[config.mk]
export PLATFORM = sky130hd
export DESIGN_NAME = ulpiPhyArbiter
export DESIGN_NICKNAME = d
export VERILOG_FILES = /design/src/rtl/ulpiPhyPkg.sv /design/src/rtl/ulpiPhyRegArray.sv /design/src/rtl/ulpiPhyCtrl.sv /design/src/rtl/ulpiPhyDatapath.sv /design/src/rtl/ulpiPhyArbiter.sv
export SDC_FILE = /design/constraint.sdc
export NUM_CORES = 1
export LEC_CHECK = 0
export BUFFER_PORTS_ARGS = -buffer_cell sky130_fd_sc_hd__buf_2
export CAP_MARGIN = 20
export CORE_ASPECT_RATIO = 1.2
export CORE_MARGIN = 2
export CORE_UTILIZATION = 45
export CTS_BUF_LIST = sky130_fd_sc_hd__clkbuf_16
export DETAILED_ROUTE_END_ITERATION = 16
export PLACE_DENSITY = 0.65
export SYNTH_ARGS = -nofsm -noshare
export SYNTH_HDL_FRONTEND = slang
export SYNTH_SLANG_ARGS = --single-unit
[constraint.sdc]
create_clock -name clk -period 2.6 [get_ports clk]
set_input_delay 0.65 -clock clk [delete_from_list [all_inputs] [get_ports clk]]
set_output_delay 0.65 -clock clk [all_outputs]
set_load 0.02 [all_outputs]
[src/rtl/ulpiPhyPkg.sv]
package ulpiPhyPkg;

  localparam int DATA_W = 8;
  localparam int ADDR_W = 6;
  localparam int NUM_REGS = 4;

  localparam int ADDR_MODE = 0;
  localparam int ADDR_PULL = 1;

  typedef enum logic [3:0] {
    ST_HOLD,
    ST_TURN_DN,
    ST_IDLE,
    ST_TX_CMD,
    ST_TX_DATA,
    ST_WR_CMD,
    ST_WR_DATA,
    ST_WR_STP,
    ST_RD_CMD,
    ST_RD_TURN,
    ST_RD_DATA
  } phyState_t;

  typedef enum logic [1:0] {
    CMD_NONE  = 2'b00,
    CMD_TX    = 2'b01,
    CMD_REGWR = 2'b10,
    CMD_REGRD = 2'b11
  } cmdKind_t;

  typedef struct packed {
    logic capAddr;
    logic capWrData;
    logic commitWr;
    logic loadRd;
    logic driveRd;
    logic txStart;
    logic txByte;
    logic txEnd;
  } phyStrobes_t;

  function automatic logic [7:0] cfgResetVal(input int idx);
    case (idx)
      ADDR_MODE: return 8'h01;
      ADDR_PULL: return 8'h03;
      default:   return 8'h00;
    endcase
  endfunction

endpackage

[src/rtl/ulpiPhyRegArray.sv]
module ulpiPhyRegArray
  import ulpiPhyPkg::*;
#(
  parameter int DATA_W_P = DATA_W,
  parameter int ADDR_W_P = ADDR_W,
  parameter int NUM_REGS_P = NUM_REGS
) (
  input  logic                clk,
  input  logic                rstN,
  input  logic                wrEn,
  input  logic [ADDR_W_P-1:0] wrAddr,
  input  logic [DATA_W_P-1:0] wrData,
  input  logic [ADDR_W_P-1:0] rdAddr,
  output logic [DATA_W_P-1:0] rdData,
  output logic [1:0]          xcvrSel,
  output logic                termSel,
  output logic [1:0]          opMode,
  output logic                dpPullDown,
  output logic                dmPullDown
);

  localparam int FLAT_W = NUM_REGS_P * DATA_W_P;

  logic [FLAT_W-1:0] regFlat;

  for (genvar g = 0; g < NUM_REGS_P; g++) begin : gReg
    localparam logic [7:0] RST_VAL = cfgResetVal(g);
    logic [DATA_W_P-1:0] q;

    always_ff @(posedge clk or negedge rstN) begin
      if (!rstN) begin
        q <= DATA_W_P'(RST_VAL);
      end else if (wrEn && (wrAddr == ADDR_W_P'(g))) begin
        q <= wrData;
      end
    end

    assign regFlat[g*DATA_W_P +: DATA_W_P] = q;
  end

  always_comb begin
    rdData = '0;
    for (int i = 0; i < NUM_REGS_P; i++) begin
      if (rdAddr == ADDR_W_P'(i)) begin
        rdData = regFlat[i*DATA_W_P +: DATA_W_P];
      end
    end
  end

  assign xcvrSel    = regFlat[ADDR_MODE*DATA_W_P + 0 +: 2];
  assign termSel    = regFlat[ADDR_MODE*DATA_W_P + 2];
  assign opMode     = regFlat[ADDR_MODE*DATA_W_P + 3 +: 2];
  assign dpPullDown = regFlat[ADDR_PULL*DATA_W_P + 0];
  assign dmPullDown = regFlat[ADDR_PULL*DATA_W_P + 1];

endmodule

[src/rtl/ulpiPhyCtrl.sv]
module ulpiPhyCtrl
  import ulpiPhyPkg::*;
(
  input  logic        clk,
  input  logic        rstN,
  input  logic        notReady,
  input  logic [1:0]  cmdBits,
  input  logic        stp,
  output logic        dir,
  output logic        nxt,
  output logic        dataOe,
  output phyStrobes_t strb
);

  phyState_t state, stateNext;
  cmdKind_t  cmdKind;

  assign cmdKind = cmdKind_t'(cmdBits);

  always_ff @(posedge clk or negedge rstN) begin
    if (!rstN) begin
      state <= ST_HOLD;
    end else begin
      state <= stateNext;
    end
  end

  always_comb begin
    stateNext = state;
    strb      = '0;
    unique case (state)
      ST_HOLD: begin
        if (!notReady) stateNext = ST_TURN_DN;
      end
      ST_TURN_DN: stateNext = ST_IDLE;
      ST_IDLE: begin
        if (notReady) begin
          stateNext = ST_HOLD;
        end else begin
          unique case (cmdKind)
            CMD_TX:    stateNext = ST_TX_CMD;
            CMD_REGWR: begin
              stateNext    = ST_WR_CMD;
              strb.capAddr = 1'b1;
            end
            CMD_REGRD: begin
              stateNext    = ST_RD_CMD;
              strb.capAddr = 1'b1;
            end
            default:   stateNext = ST_IDLE;
          endcase
        end
      end
      ST_TX_CMD: begin
        strb.txStart = 1'b1;
        stateNext    = ST_TX_DATA;
      end
      ST_TX_DATA: begin
        if (stp) begin
          strb.txEnd = 1'b1;
          stateNext  = ST_IDLE;
        end else begin
          strb.txByte = 1'b1;
        end
      end
      ST_WR_CMD:  stateNext = ST_WR_DATA;
      ST_WR_DATA: begin
        strb.capWrData = 1'b1;
        stateNext      = ST_WR_STP;
      end
      ST_WR_STP: begin
        strb.commitWr = stp;
        stateNext     = ST_IDLE;
      end
      ST_RD_CMD: begin
        strb.loadRd = 1'b1;
        stateNext   = ST_RD_TURN;
      end
      ST_RD_TURN: stateNext = ST_RD_DATA;
      ST_RD_DATA: begin
        strb.driveRd = 1'b1;
        stateNext    = ST_TURN_DN;
      end
      default: stateNext = ST_HOLD;
    endcase
  end

  assign dir = (state == ST_HOLD) || (state == ST_RD_TURN) || (state == ST_RD_DATA);

  assign nxt = (state == ST_TX_CMD) || (state == ST_TX_DATA) || (state == ST_WR_CMD) ||
               (state == ST_WR_DATA) || (state == ST_RD_CMD);

  assign dataOe = (state == ST_RD_DATA);

endmodule

[src/rtl/ulpiPhyDatapath.sv]
module ulpiPhyDatapath
  import ulpiPhyPkg::*;
#(
  parameter int DATA_W_P = DATA_W,
  parameter int ADDR_W_P = ADDR_W,
  parameter int NUM_REGS_P = NUM_REGS,
  parameter int PID_W = 4
) (
  input  logic                clk,
  input  logic                rstN,
  input  phyStrobes_t         strb,
  input  logic [DATA_W_P-1:0] dataIn,
  output logic [DATA_W_P-1:0] dataOut,
  output logic                txStart,
  output logic [PID_W-1:0]    txPid,
  output logic                txValid,
  output logic [DATA_W_P-1:0] txData,
  output logic                txEnd,
  output logic [1:0]          xcvrSel,
  output logic                termSel,
  output logic [1:0]          opMode,
  output logic                dpPullDown,
  output logic                dmPullDown
);

  logic [ADDR_W_P-1:0] addrQ;
  logic [DATA_W_P-1:0] wrDataQ;
  logic [DATA_W_P-1:0] rdHoldQ;
  logic [DATA_W_P-1:0] rdData;

  always_ff @(posedge clk or negedge rstN) begin
    if (!rstN) begin
      addrQ   <= '0;
      wrDataQ <= '0;
      rdHoldQ <= '0;
    end else begin
      if (strb.capAddr)   addrQ   <= dataIn[ADDR_W_P-1:0];
      if (strb.capWrData) wrDataQ <= dataIn;
      if (strb.loadRd)    rdHoldQ <= rdData;
    end
  end

  always_ff @(posedge clk or negedge rstN) begin
    if (!rstN) begin
      txStart <= 1'b0;
      txPid   <= '0;
      txValid <= 1'b0;
      txData  <= '0;
      txEnd   <= 1'b0;
    end else begin
      txStart <= strb.txStart;
      txValid <= strb.txByte;
      txEnd   <= strb.txEnd;
      if (strb.txStart) txPid  <= dataIn[PID_W-1:0];
      if (strb.txByte)  txData <= dataIn;
    end
  end

  assign dataOut = strb.driveRd ? rdHoldQ : '0;

  ulpiPhyRegArray #(
    .DATA_W_P  (DATA_W_P),
    .ADDR_W_P  (ADDR_W_P),
    .NUM_REGS_P(NUM_REGS_P)
  ) uRegs (
    .clk       (clk),
    .rstN      (rstN),
    .wrEn      (strb.commitWr),
    .wrAddr    (addrQ),
    .wrData    (wrDataQ),
    .rdAddr    (addrQ),
    .rdData    (rdData),
    .xcvrSel   (xcvrSel),
    .termSel   (termSel),
    .opMode    (opMode),
    .dpPullDown(dpPullDown),
    .dmPullDown(dmPullDown)
  );

endmodule

[src/rtl/ulpiPhyArbiter.sv]
module ulpiPhyArbiter
  import ulpiPhyPkg::*;
#(
  parameter int DATA_W_P = DATA_W,
  parameter int ADDR_W_P = ADDR_W,
  parameter int NUM_REGS_P = NUM_REGS
) (
  input  logic                clk,
  input  logic                rstN,
  input  logic                notReady,
  input  logic [DATA_W_P-1:0] dataIn,
  output logic [DATA_W_P-1:0] dataOut,
  output logic                dataOe,
  output logic                dir,
  output logic                nxt,
  input  logic                stp,
  output logic                txStart,
  output logic [3:0]          txPid,
  output logic                txValid,
  output logic [DATA_W_P-1:0] txData,
  output logic                txEnd,
  output logic [1:0]          xcvrSel,
  output logic                termSel,
  output logic [1:0]          opMode,
  output logic                dpPullDown,
  output logic                dmPullDown
);

  phyStrobes_t strb;

  ulpiPhyCtrl uCtrl (
    .clk     (clk),
    .rstN    (rstN),
    .notReady(notReady),
    .cmdBits (dataIn[DATA_W_P-1 -: 2]),
    .stp     (stp),
    .dir     (dir),
    .nxt     (nxt),
    .dataOe  (dataOe),
    .strb    (strb)
  );

  ulpiPhyDatapath #(
    .DATA_W_P  (DATA_W_P),
    .ADDR_W_P  (ADDR_W_P),
    .NUM_REGS_P(NUM_REGS_P),
    .PID_W     (4)
  ) uData (
    .clk       (clk),
    .rstN      (rstN),
    .strb      (strb),
    .dataIn    (dataIn),
    .dataOut   (dataOut),
    .txStart   (txStart),
    .txPid     (txPid),
    .txValid   (txValid),
    .txData    (txData),
    .txEnd     (txEnd),
    .xcvrSel   (xcvrSel),
    .termSel   (termSel),
    .opMode    (opMode),
    .dpPullDown(dpPullDown),
    .dmPullDown(dmPullDown)
  );

endmodule

======== Word level (Yosys, flattened, before mapping) ========
Index checks and enable logic that the tools add are counted.
word-level totals
  register bits after elaboration ......... 73
  logic and storage cells ................. 67
  output and inout bits ................... 33
cells by class
  muxes and demuxes ....................... 21
  reductions and logical operators ........ 15
  eq/ne operators ......................... 18
operators with widths
  cell                                                             count
  8-bit 2-to-1 mux                                                 5
  4-bit one-hot mux with 10 select lines                           1
  4-bit by 3-bit == test with 1-bit output, second input constant  4
  4-bit == test, second input constant                             3
  6-bit by 2-bit == test with 1-bit output, second input constant  2
  4-bit 2-to-1 mux                                                 3
  4-bit one-hot mux with 3 select lines                            1
  1-bit 2-to-1 mux                                                 10
  4-bit by 2-bit == test with 1-bit output, second input constant  2
  6-bit by 1-bit == test with 1-bit output, second input constant  1
  6-bit zero test                                                  1
  1-bit logical OR                                                 6
  2-bit == test, second input constant                             2
  4-bit by 1-bit == test with 1-bit output, second input constant  1
  1-bit logical AND                                                4
  4-bit zero test                                                  1
  2-bit inequality test, second input constant                     2
  2-bit OR reduction                                               2
  2-bit by 1-bit == test with 1-bit output, second input constant  1
  2-bit 2-to-1 mux                                                 1
  2-bit AND reduction                                              1

======== Longest topological paths before layout ========
  word-level depth ........................ 5
  mapped depth ............................ 5
  depth with buffers taken out ............ 5

======== Modules after synthesis ========
Synthesis repeated with hierarchy kept, for this count alone.
unflattened totals
  cells, all modules ...................... 233
  area total of the unflattened synthesis .. 3499.6 um^2
by module, submodules not included
  module           times used  cells each  area each (um^2)
  ulpiPhyRegArray  1           96          1530.2
  ulpiPhyDatapath  1           83          1516.5
  ulpiPhyCtrl      1           54          452.9

======== Worst setup path before layout ========
Ideal clock, no wire load.
  path type ............................... register to output
  start point ............................. register uCtrl.state[1]
  end point ............................... output port dataOut[0]
  stages on the path, launching flop included .. 5
  path slack .............................. 0.390 ns
  arrival time ............................ 1.560 ns
  cells stage by stage .................... dfrtp_1 > clkbuf_1 > nand2b_1 > nor2_1 > and2_1
between the ends
  cells in the longest elaborated chain, start to end .. 3
RTL lines
  item                    RTL line               RTL
  start, declared         ulpiPhyCtrl.sv:15      phyState_t state, stateNext;
  start signal, assigned  ulpiPhyCtrl.sv:24      state <= stateNext;
  4-bit == test           --
  via dataOe              ulpiPhyArbiter.sv:13   output logic dataOe,
  1-bit 2-to-1 mux        ulpiPhyCtrl.sv:31      unique case (state)
  8-bit 2-to-1 mux        ulpiPhyDatapath.sv:59  assign dataOut = strb.driveRd ? rdHoldQ : '0;
  end, declared           ulpiPhyArbiter.sv:12   output logic [DATA_W_P-1:0] dataOut,
The timed path passes the listed nets, and every way through them passes these cells.

======== Worst setup path in the final report ========
  start point ............................. register uCtrl.state[1]
  end point ............................... output port dataOut[5]
between the ends
  cells in the longest elaborated chain, start to end .. 3
RTL lines
  item              RTL line
  4-bit == test     ulpiPhyCtrl.sv:31
  1-bit 2-to-1 mux  ulpiPhyCtrl.sv:31
  8-bit 2-to-1 mux  ulpiPhyDatapath.sv:59
Every way passes these cells.

==> summary.txt <==
Final layout
  • Area delta synth->final: 20.2%
  • Share of layout cells above drive strength 1: 52.9%
  • Post-layout nets: 300
  • Fillers: 609
  • # diodes: 0

Synthesis
  • Synth Area in Adders: 1.50%
  • Synthesis-stage register bit count: 73
  • XOR/XNOR Fraction of Synth Area: 0.262%
  • Gate Count Post-Synth: 226
  • Post-Syn Nets: 242
  • Mux cell area share after synthesis: 26.5%
  • Yosys warns: 0
  • Simple-gate portion of the synthesized area: 9.18%
  • Async S/R FF share, synth: 100%
  • Sequential-to-total area share from yosys stat: 54.8%
  • Share of the synthesized area in the top cell type: 52.4%
  • Post-synth EDFFs: 0
  • Synth area leaders: dfrtp_1 (52%), mux2_2 (17%), mux4_2 (5.4%)
  • Post-synthesis area per instance: 14.8 µm²
  • Post-synth top area cell: dfrtp_1
  • Synth Area in Compound Gates: 5.09%
  • Synth top cells by count: dfrtp_1 (70), mux2_2 (51), a22o_1 (9)
  • Synth unique cells: 39
  • Top_reg_cell synth: dfrtp_1
  • Area of the mapped netlist: 0.00334 mm²
  • Top-count cell post-synth: dfrtp_1
  • Largest family of logic cells by synthesized area: multiplexers

Global routing
  • Busiest grt layer: met2
  • Met3 GRT Util: 4.62%
  • Global-route wire length before repair: 10.7 mm
  • Gr usage total: 17.8%
  • Initial antenna violation count: 0
  • Largest net degree at the start of global routing: 74
  • Global route total overflow: 0
  • Global-route track usage on met1: 24.4%
  • GR Layer Usage met2: 26.9%
  • Number of global-route vias before repair: 2075

Timing
  • Crit share post-route: 92.4%
  • Slew Limit Headroom: 61.0%
  • Setup TNS: 0 ns
  • Clk_skew: 0.00659 ns
  • Worst-Margin Slew: 0.585 ns
  • Fin. Hold Viols: 0
  • Minimum clock period: 2.40 ns
  • RSZ-0062 raised after global routing: false
  • Max-slew violation count: 0
  • Setup violators final: 0
  • Fmax: 416 MHz

Setup path
  • Worst reg2reg path startpoint: uData.addrQ[4]$_DFFE_PN0P_
  • R2R Setup Slk: 0.30 ns
  • Crit-path max FO: 12
  • Worst path arrival time: 1.75 ns
  • Worst EP required: 1.95 ns
  • Crit Path Class: reg2out
  • Reg2Reg Depth: 3
  • Setup crit end kind: output pin
  • RR Endpoint: uData.uRegs.gReg[0].q[5]$_DFFE_PN0P_
  • Crit start category: register

Die
  • Starting Density: 46.2%
  • Die H: 98.4 µm
  • Core area: 0.00723 mm²
  • Ports: 45
  • Total Die Area: 0.00813 mm²
  • Number of cell rows: 34
  • Die Wd: 82.7 µm

Power and ir drop
  • PnR Total Power: 0.00394 W
  • LEAKAGE: 1.96 nW
  • Pwr dens: 982 mW/mm²
  • Peak supply drop: 596 µV

Clock network
  • Clk buf depth: 2
  • Clk root buf: clkbuf_16
  • CTS resizes: 0
  • Hold-fix buffers, CTS: 0
  • CTS H-tree depth: 3
  • Clock Pin Slew Worst Setup and Hold Paths: 0.06 ns
  • Clock Sinks: 73
  • CTS tree: yes
  • Worst-skew pair later-pin latency: 0.33 ns
  • Post-CTS Repair Setup Buffers: 0
  • CTS Buf Count: 9

Placement
  • GP Congestion: 0.805
  • Detailed Place HPWL: 4.27 mm
  • # port buffers: 44

Detailed routing
  • Routed WL per cell: 17.1 µm
  • Post-route ant nets: 0
  • Vias: 2039
  • DRT Pass-1 Iters: 5
  • DRC: 0
  • Routed vias/inst: 5.38
  • Detailed Route WL: 6.48 mm
  • Initial DRC count: 74

Worst hold path
  • Type of the worst min-delay path: in2async

Job
  • Max_cap viols: 0

Status
  • Outcome: completed
## routing by layer
layer | vias to the layer above | wire [µm]
li1 | 946 | -
met1 | 1037 | 3080
met2 | 49 | 3050
met3 | 7 | 239
met4 | 0 | 102
met5 | - | 0
## final cells by class
cell class | count | area, µm² | share of cell area, %
flip-flops and latches | 73 | 1830 | 45.6
multi-input cells | 137 | 1420 | 35.4
repair buffers | 60 | 353 | 8.79
clock buffers | 9 | 225 | 5.61
well taps | 90 | 113 | 2.80
clock inverters | 7 | 62.6 | 1.56
inverters | 3 | 11.3 | 0.280
## registers in the layout, indices dropped and copies added (netlist names)
name and cells:
uData.txPid 4, uData.txStart 1, uData.txEnd 1, uData.txValid 1, uData.uRegs.gReg.q 32, uData.wrDataQ 8, uData.addrQ 6, uData.txData 8
uData.rdHoldQ 8, uCtrl.state 4
## cells by family (layout without fill, tap and decap cells)
group / Yosys count / count (layout)
fa+ha+maj: 4 / 4
compound gates: 21 / 21
buf+inv: 16 / 79
simple gates: 43 / 43
flops: 73 / 73
xor+xnor: 1 / 1
mux: 68 / 68
## cell usage in the layout, fill, tap and decap left out, types with 2 or more instances in the layout
master	instances
nand3b_1	2
clkbuf_16	9
dfrtp_1	70
mux2_2	51
dfstp_2	3
o21ba_2	2
o21a_1	2
buf_4	15
ha_1	4
nand2_1	3
and2_1	8
or3_1	2
clkinvlp_4	2
clkinv_2	2
nor3_1	3
mux4_2	8
inv_1	4
nor2_1	8
nand2b_1	7
nor4_4	3
buf_2	44
mux2_4	8
a22o_1	9
## where the power goes
part | switching [W] | leakage, nW | internal (W)
Clock | 0.000454 | 0.140 | 0.000731
Sequential | 0.000292 | 0.957 | 0.00140
Combinational | 0.000534 | 0.866 | 0.000533
## per-stage QoR
| stage | cells | hold WS (ns) | setup WS [ns] | instance area, µm² | util, % |
|---|---|---|---|---|---|
| 6_report | 379 | 0.310 | 0.197 | 4020 | 55.5 |
| 4_1_cts | 379 | 0.357 | 0.205 | 4020 | 55.5 |
| 5_1_grt | 379 | 0.372 | 0.0687 | 4020 | 55.5 |
| 3_5_place_dp | 363 | 0.486 | 0.322 | 3730 | 51.5 |
| 3_3_place_gp | 363 | 0.480 | 0.366 | 3730 | 51.5 |
| 2_1_floorplan | 226 | 0.354 | 0.390 | 3340 | - |
## critical path, stage by stage, from the launching register on
cell,delay [ns]
dfrtp_1,0.56
nand2b_1,0.23
nor2_1,0.16
buf_4,0.17
and2_1,0.15
buf_2,0.16
## how the worst max path moves through the flow
stage,slack [ns],cells past startpoint,to,startpoint
after floorplan,0.39,4,dataOut[0],uCtrl.state[1]$_DFFE_PN0P_
after global placement,0.37,3,uData.uRegs.gReg[0].q[1]$_DFFE_PN0P_,uData.addrQ[4]$_DFFE_PN0P_
after detailed placement,0.32,3,uData.uRegs.gReg[0].q[7]$_DFFE_PN0P_,uData.addrQ[4]$_DFFE_PN0P_
after CTS,0.21,5,dataOut[5],uCtrl.state[1]$_DFFE_PN0P_
after global routing,0.07,5,dataOut[5],uCtrl.state[1]$_DFFE_PN0P_
final,0.20,5,dataOut[5],uCtrl.state[1]$_DFFE_PN0P_
Note: power is estimated with default switching activity, not from simulation.
